--- src/rtl/exc_pkg.sv ---
package exc_pkg;
  // one-bit cause code; values are architectural
  typedef enum logic {
    CAUSE_UNDEF = 1'b0,
    CAUSE_OVF   = 1'b1
  } cause_e;
endpackage

--- src/rtl/exc_arbiter.sv ---
module exc_arbiter
  import exc_pkg::*;
#(
  parameter int XLEN = 32
) (
  input  logic            id_undef,
  input  logic [XLEN-1:0] id_pc,
  input  logic            ex_ovf,
  input  logic [XLEN-1:0] ex_pc,
  output logic            take,
  output logic            from_ex,
  output cause_e          sel_cause,
  output logic [XLEN-1:0] sel_pc
);
  // execute holds the older instruction, so its fault wins
  always_comb begin
    take      = id_undef | ex_ovf;
    from_ex   = ex_ovf;
    sel_cause = CAUSE_UNDEF;
    sel_pc    = id_pc;
    if (ex_ovf) begin
      sel_cause = CAUSE_OVF;
      sel_pc    = ex_pc;
    end
  end
endmodule

--- src/rtl/exc_vector.sv ---
module exc_vector
  import exc_pkg::*;
#(
  parameter int              XLEN       = 32,
  parameter bit              VECTORED   = 1'b0,
  parameter logic [XLEN-1:0] FIXED_ADDR = 32'h8000_0180,
  parameter logic [XLEN-1:0] VEC_BASE   = 32'hC000_0000,
  parameter logic [XLEN-1:0] VEC_STRIDE = 32'h0000_0020
) (
  input  cause_e          cause_in,
  output logic [XLEN-1:0] target
);
  logic [XLEN-1:0] cause_idx;
  assign cause_idx = {{(XLEN-1){1'b0}}, cause_in};

  generate
    if (VECTORED) begin : g_vec
      assign target = VEC_BASE + cause_idx * VEC_STRIDE;
    end else begin : g_fixed
      logic unused_cause;
      assign unused_cause = ^cause_idx;
      assign target = FIXED_ADDR;
    end
  endgenerate
endmodule

--- src/rtl/exc_state.sv ---
module exc_state
  import exc_pkg::*;
#(
  parameter int XLEN = 32
) (
  input  logic            clk,
  input  logic            rst,
  input  logic            take,
  input  cause_e          cause_in,
  input  logic [XLEN-1:0] pc_in,
  output logic [XLEN-1:0] epc_q,
  output cause_e          cause_q
);
  localparam logic [XLEN-1:0] PC_STEP = XLEN'(4);

  always_ff @(posedge clk) begin
    if (rst) begin
      epc_q   <= '0;
      cause_q <= CAUSE_UNDEF;
    end else if (take) begin
      epc_q   <= pc_in + PC_STEP;
      cause_q <= cause_in;
    end
  end

  // saved address is one word past the chosen fault
  a_r2_epc_step: assert property (@(posedge clk) disable iff (rst)
    take |=> (epc_q == $past(pc_in) + PC_STEP) && (cause_q == $past(cause_in)));

  // no fault, no change
  a_r8_hold: assert property (@(posedge clk) disable iff (rst)
    !take |=> $stable(epc_q) && $stable(cause_q));
endmodule

--- src/rtl/exc_entry_ctrl.sv ---
module exc_entry_ctrl
  import exc_pkg::*;
#(
  parameter int              XLEN       = 32,
  parameter bit              VECTORED   = 1'b0,
  parameter logic [XLEN-1:0] FIXED_ADDR = 32'h8000_0180,
  parameter logic [XLEN-1:0] VEC_BASE   = 32'hC000_0000,
  parameter logic [XLEN-1:0] VEC_STRIDE = 32'h0000_0020
) (
  input  logic            clk,
  input  logic            rst,
  input  logic            id_undef,
  input  logic [XLEN-1:0] id_pc,
  input  logic            ex_ovf,
  input  logic [XLEN-1:0] ex_pc,
  output logic            flush_if_id,
  output logic            flush_id_ex,
  output logic            flush_ex_mem,
  output logic            redirect_valid,
  output logic [XLEN-1:0] redirect_pc,
  output logic [XLEN-1:0] epc,
  output logic            cause
);
  logic            take;
  logic            from_ex;
  cause_e          sel_cause;
  logic [XLEN-1:0] sel_pc;
  cause_e          cause_q;

  exc_arbiter #(.XLEN(XLEN)) u_arb (
    .id_undef (id_undef),
    .id_pc    (id_pc),
    .ex_ovf   (ex_ovf),
    .ex_pc    (ex_pc),
    .take     (take),
    .from_ex  (from_ex),
    .sel_cause(sel_cause),
    .sel_pc   (sel_pc)
  );

  exc_vector #(
    .XLEN(XLEN), .VECTORED(VECTORED), .FIXED_ADDR(FIXED_ADDR),
    .VEC_BASE(VEC_BASE), .VEC_STRIDE(VEC_STRIDE)
  ) u_vec (
    .cause_in(sel_cause),
    .target  (redirect_pc)
  );

  exc_state #(.XLEN(XLEN)) u_state (
    .clk     (clk),
    .rst     (rst),
    .take    (take),
    .cause_in(sel_cause),
    .pc_in   (sel_pc),
    .epc_q   (epc),
    .cause_q (cause_q)
  );

  // faulting instruction and everything younger is squashed
  assign redirect_valid = take;
  assign flush_if_id    = take;
  assign flush_id_ex    = take;
  assign flush_ex_mem   = take & from_ex;
  assign cause          = cause_q;

  // the EX/MEM flush is only ever caused by an overflow
  a_r5_exmem_only_ovf: assert property (@(posedge clk) disable iff (rst)
    flush_ex_mem |-> ex_ovf);

  // every redirect clears both upper stage registers
  a_r5_upper_flush: assert property (@(posedge clk) disable iff (rst)
    redirect_valid |-> flush_if_id && flush_id_ex);

  // a double fault records the overflow
  a_r4_ovf_wins: assert property (@(posedge clk) disable iff (rst)
    (ex_ovf && id_undef) |=> cause);

  // no redirect without a fault input
  a_r9_quiet: assert property (@(posedge clk) disable iff (rst)
    !(id_undef || ex_ovf) |-> !redirect_valid && !flush_ex_mem);

  generate
    if (VECTORED) begin : g_chk_vec
      // overflow entry sits one stride above the base
      a_r7_ovf_slot: assert property (@(posedge clk) disable iff (rst)
        (redirect_valid && ex_ovf) |-> redirect_pc == VEC_BASE + VEC_STRIDE);
    end else begin : g_chk_fixed
      // one entry point for all causes
      a_r6_fixed_entry: assert property (@(posedge clk) disable iff (rst)
        redirect_valid |-> redirect_pc == FIXED_ADDR);
    end
  endgenerate
endmodule

--- config.mk ---
export PLATFORM = sky130hd
export DESIGN_NAME = exc_entry_ctrl
export DESIGN_NICKNAME = d
export VERILOG_FILES = /design/src/rtl/exc_pkg.sv /design/src/rtl/exc_arbiter.sv /design/src/rtl/exc_vector.sv /design/src/rtl/exc_state.sv /design/src/rtl/exc_entry_ctrl.sv
export SDC_FILE = /design/constraint.sdc
export NUM_CORES = 1
export LEC_CHECK = 0
export ABC_AREA = 1
export CAP_MARGIN = 15
export CORE_MARGIN = 2
export CORE_UTILIZATION = 35
export CTS_CLUSTER_DIAMETER = 100
export CTS_CLUSTER_SIZE = 24
export DETAILED_ROUTE_END_ITERATION = 16
export PLACE_DENSITY = 0.71
export SLEW_MARGIN = 5
export SYNTH_ARGS = -nofsm -noshare
export SYNTH_HDL_FRONTEND = slang
export SYNTH_SLANG_ARGS = --single-unit
--- constraint.sdc ---
create_clock -name clk -period 2.4 [get_ports clk]
set_clock_uncertainty 0.2 [all_clocks]
set_input_delay 0.6 -clock clk [delete_from_list [all_inputs] [get_ports clk]]
set_output_delay 0.6 -clock clk [all_outputs]
set_load 0.02 [all_outputs]
==> flow_summary.ini, run 1 <==
[clock_network]
cts.path.max_buffers = 2
clock_latency_ps = 280
clk_pin_slew_worst_paths_ps = 80
clockRootBuffer = clkbuf_8
clock_sinks = 33
htreeDepth = 2
cts_buffers = 5
cts_tree = done
ctsHoldBuffers = 0

[synth]
syn-mean-instance-area_um2 = 5.76
synthesis.area_um2 = 2830
yosys.area.top_type = dfxtp_1
yosys_warnings = 0
ys_seq_elements = 33
synth_area_leaders = dfxtp_1, nand2_1, nor2_1
synthCells = 491
synth.distinct_cells = 28
ys_seq_area_share_pct = 23.4
synthArstFlopShare_pct = 0
synth_edf_count = 0
synth_ff_type = dfxtp_1
synth_top_area_share_pct = 23.4

[routing]
dr_wl_met3_um = 494
wl_met1_um = 3720
dr.max_layer_used = met4
routed_wl_um = 8400
detail-route-antenna-nets = 0
drt_pre_antenna_iters = 4
route.met2.wl_um = 4010
vias = 3210
drtIter0Drc = 130
drc = 0
viasPerCell = 4.37
drt-wirelength-per-cell_um = 11.4

[timing]
fin_crit_ps = 2310
timing.final.ws_setup_ps = 91.8
fin_setup_tns_ps = 0
timing.fmax_ghz = 0.433
rsz0062_at_grt = false
worst_pin_slew_ps = 519
final_max_slew_viol_count = 0
fin_crit_sh_pct = 96.2
setup_viol = 0
relSlewSlack_pct = 65.4
finalHoldViolCount = 0

[power]
ir_drop_uv = 233
combPwrFrac_pct = 36.7
p_int_mw = 1.22
p_leak_nw = 2.12
power_frac_seq_pct = 33.5
powerDensity_nw_per_um2 = 428
total_power_mw = 1.83
p_sw_uw = 611
clockPowerShare_pct = 29.8
swShare_pct = 33.3

[floorplanning]
die-area_um2 = 8810
ios = 137
coreArea_um2 = 7770
die_y_um = 93.9
start_util_pct = 36.4
row_count = 32
dieWidth_um = 93.9

[placement]
io_buffers = 104
dp_hpwl_um = 6660
placedCellCount = 724
gp_congestion = 0.890
pre_cts_ws_ps = -491

[grt]
grt_overflow = 0
grt_pass1_wl_um = 13500
grt_antenna_before_repair = 0
grt_pass1_vias = 2958
grtUsageTotal_pct = 19.2
grt_max_degree = 53

[finish]
final_nets = 700
postLayoutCoreUtil_pct = 55.1
drive_above_1_share_pct = 17.2
fin_cells = 734
area_delta_synth_final_pct = 51.2
antenna_cells = 0

[critical_path]
crit_fanout = 4
worst_setup_path_start_kind = input pin
required_ps = 1600
endpoint_kind = output pin
critPathKind = input pin to output pin
worst-endpoint-arrival_ps = 1510

[job]
drv_cap = 0

[outcome]
status = completed

[min_path]
hp-class = flip-flop to flip-flop
layout by cell type (no fill, tap or decap), types with 2 or more instances in the layout:
| cell | synthesis | final |
|---|---|---|
| nand2_1 | 158 | 157 |
| clkdlybuf4s50_1 | 0 | 99 |
| nor2_1 | 79 | 75 |
| inv_1 | 48 | 48 |
| buf_4 | 34 | 46 |
| nand3_1 | 35 | 35 |
| dfxtp_1 | 33 | 33 |
| conb_1 | 2 | 32 |
| o21ai_0 | 24 | 24 |
| nand2_2 | 21 | 21 |
| nor2_2 | 10 | 13 |
| a21oi_1 | 7 | 7 |
| nor2_4 | 5 | 6 |
| xnor2_1 | 5 | 5 |
| clkbuf_8 | 0 | 5 |
| buf_2 | 3 | 4 |
| xor2_1 | 3 | 3 |
| buf_12 | 0 | 2 |
cells by family after synthesis:
group | share of synthesized area, %
AOI/OAI and AO/OA | 5.88
xor gates and xnor gates | 2.48
and+or+nand+nor | 47.5
DFF | 23.4
other | 0.266
adders and majority gates | 0.442
buffers and inverters | 20.1
Yosys cell counts, types with 2 or more instances:
cell type,instances
conb_1,2
nor2_2,10
nor2_4,5
xnor2_1,5
buf_2,3
nor2_1,79
buf_4,34
xor2_1,3
dfxtp_1,33
buf_6,5
nand3_1,35
nand2_2,21
o21ai_0,24
inv_1,48
a21oi_1,7
clkbuf_1,8
nand2_1,158
per-stage QoR:
stage	instance area (µm²)	hold slack, ps
final	4280	296
after CTS	4260	301
after global placement	4120	276
after global routing	4280	329
after floorplan	2940	352
after detailed placement	4120	283
worst max-delay path, cell delays in order:
cell and delay [ps]:
clkdlybuf4s50_1 460, nor2_4 170, clkinv_2 110, buf_2 170
metal layers:
metal | global-route usage, % | vias up
li1 | - | 1698
met1 | 24.5 | 1405
met2 | 32.8 | 92
met3 | 3.93 | 15
met4 | 5.43 | 0
met5 | 0 | -
cell type report:
class / instances / area, µm²
Fill cell: 776 / 3490
Inverter: 51 / 205
Sequential cell: 33 / 661
Timing Repair Buffer: 154 / 1420
Clock buffer: 5 / 68.8
Clock inverter: 3 / 46.3
Multi-Input combinational cell: 386 / 1750
Tap cell: 102 / 128
power by group through the flow:
| stage | Combinational (mW) | Clock, mW | Sequential (mW) |
|---|---|---|---|
| 2_1_floorplan | 0.330 | 0 | 0.680 |
| 3_3_place_gp | 0.655 | 0 | 0.625 |
| 3_5_place_dp | 0.663 | 0 | 0.626 |
| 4_1_cts | 0.669 | 0.566 | 0.614 |
| 5_1_grt | 0.737 | 0.586 | 0.618 |
| 6_report | 0.672 | 0.547 | 0.613 |
state kept, by name (all words and copies together) (netlist names):
name	count
u_state.cause_q	1
u_state.epc_q	32
repair_timing:
action                     in CTS  in global routing
cloned                          1                  0
setup endpoints to repair      24                 22
buffers inserted                0                  1
gates resized for setup        18                 11
pin swaps                       1                  4
final timing paths:
kind,startpoint,end,slack [ps],depth (start not counted)
worst min register to register,u_state.cause_q,u_state.cause_q,300,2
worst min-delay path,u_state.cause_q,u_state.cause_q,300,2
worst max-delay path,id_undef,redirect_valid,90,4
worst max register to register,u_state.epc_q[9],u_state.epc_q[9],1500,4
Power figures use the tool's default switching activity.
==> run 2, diff against run 1 <==
CORE_MARGIN = unset   (was 2)
==> run 2 against run 1 <==
Effect of this change: critical path depth unchanged; routed wire length down 3.6%; total power down 7.0%; sequential power about the same; combinational power down 0.7%; global-route usage up 0.63 points; largest cell class unchanged; via count up 0.16%; die area down 4.2%; core utilization down 0.32 points; fmax up 0.89%; register-to-register slack about the same.
==> flow_summary.ini, run 2 (same netlist as run 1, synthesis figures left out) <==
[placement]
pre_cts_ws_ps = -493
dp_hpwl_um = 6660
io_buffers = 104
placedCellCount = 727
gp_congestion = 0.871

[outcome]
status = completed

[critical_path]
endpoint_kind = output pin
worst_setup_path_start_kind = input pin
cp_slowest_cell = clkdlybuf4s50_1
critPathKind = input pin to output pin
required_ps = 1600
worst-endpoint-arrival_ps = 1490
crit_path_cell_trace = clkdlybuf4s50_1 -> nor2_4 -> clkinv_2 -> buf_2
crit_fanout = 4
slowest_delay_ps = 460

[timing]
finalHoldViolCount = 0
timing.final.ws_setup_ps = 112
timing.fmax_ghz = 0.437
rsz0062_at_grt = true
fin_crit_ps = 2290
setup_viol = 0
finalHoldWorstSlack_ps = 284
final_max_slew_viol_count = 0
fin_crit_sh_pct = 95.3

[finish]
regMostFlops = u_state.epc_q
final_nets = 703
drive_above_1_share_pct = 17.0
largest_reg_flops = 32
reg.largest.list = u_state.epc_q (32), u_state.cause_q (1)
final_common_cell = nand2_1
fin_cells = 736
mostFrequentLayoutCells = nand2_1, clkdlybuf4s50_1, nor2_1, buf_4, inv_1
antenna_cells = 0
area_delta_synth_final_pct = 50.4

[clock_network]
ctsHoldBuffers = 0
htreeDepth = 2
cts_buffers = 5
cts_tree = done
clock_sinks = 33
cts.path.max_buffers = 2
clockRootBuffer = clkbuf_8
clock_latency_ps = 280
clk_pin_slew_worst_paths_ps = 70

[power]
ir_drop_uv = 196
total_power_mw = 1.70
powerDensity_nw_per_um2 = 401
p_leak_nw = 2.14

[grt]
grt_pass1_vias = 2947
grtUsageTotal_pct = 19.9
grt_antenna_before_repair = 0
grt_pass1_wl_um = 13500
grt_max_degree = 53
grt_overflow = 0

[routing]
drt-wirelength-per-cell_um = 11.0
detail-route-antenna-nets = 0
vias = 3215
drtIter0Drc = 148
viasPerCell = 4.37
routed_wl_um = 8100
drt_pre_antenna_iters = 4
drc = 0

[min_path]
hp-class = flip-flop to flip-flop

[floorplanning]
die_y_um = 91.9
die-area_um2 = 8440
row_count = 32
coreArea_um2 = 7770
start_util_pct = 36.4
ios = 137
dieWidth_um = 91.9

[job]
drv_cap = 0
==> run 2: cell count changes in the layout (fill, tap and decap cells not counted), sizes merged <==
cell      change
clkbuf        +2
bufinv        -1
clkinvlp      -1
clkinv        -1
buf           +3
==> run 2: layout make-up <==
class                      instances  area (µm²)
tap                              102         128
clock buffer                       7        86.3
sequential                        33         661
fill                             786        3520
inverter                          51         198
timing repair buffer             157        1440
multi-input combinational        386        1740
==> run 2: worst paths after layout <==
| check | start | to | slack (ps) | cells after the start |
|---|---|---|---|---|
| worst max register to register | u_state.epc_q[7] | u_state.epc_q[7] | 1500 | 4 |
| worst min-delay path | u_state.cause_q | u_state.cause_q | 280 | 2 |
| worst min register to register | u_state.cause_q | u_state.cause_q | 280 | 2 |
| worst max-delay path | id_undef | flush_if_id | 110 | 4 |
==> run 2: metal layers <==
metal,part of all wire (%),global-route usage [%],wire [µm]
met4,0.68,4.30,55
met3,6.5,3.40,526
met5,0,0,0
met1,44,25.6,3600
met2,48,34.5,3910
==> run 2: where the power goes <==
group	leakage [nW]	internal [mW]	switching [mW]
Combinational	1.82	0.319	0.348
Sequential	0.275	0.593	0.0224
Clock	0.0443	0.227	0.194
Total	2.14	1.14	0.565
==> run 2: metrics by stage <==
| step | utilization [%] | TNS (ps) | area, µm² |
|---|---|---|---|
| 5_1_grt | 54.7 | -26.2 | 4250 |
| 6_report | 54.7 | 0 | 4250 |
| 2_1_floorplan | - | 0 | 2940 |
| 3_3_place_gp | 53.2 | -9590 | 4130 |
| 4_1_cts | 54.8 | 0 | 4260 |
| 3_5_place_dp | 53.2 | -11090 | 4130 |
==> run 2: what timing repair did <==
item                                   in CTS  in global routing
cloned                                      0                  0
setup buffers                               1                  1
pin swaps                                   4                  3
resized for setup                          22                  5
setup endpoints to repair                  26                 19
endpoints found under the hold margin       0                  0
==> run 2: worst max-delay path: cells and delay by family <==
kind | cells | cell delay, ps
buffers and inverters | 3 | 730
and+or+nand+nor | 1 | 150
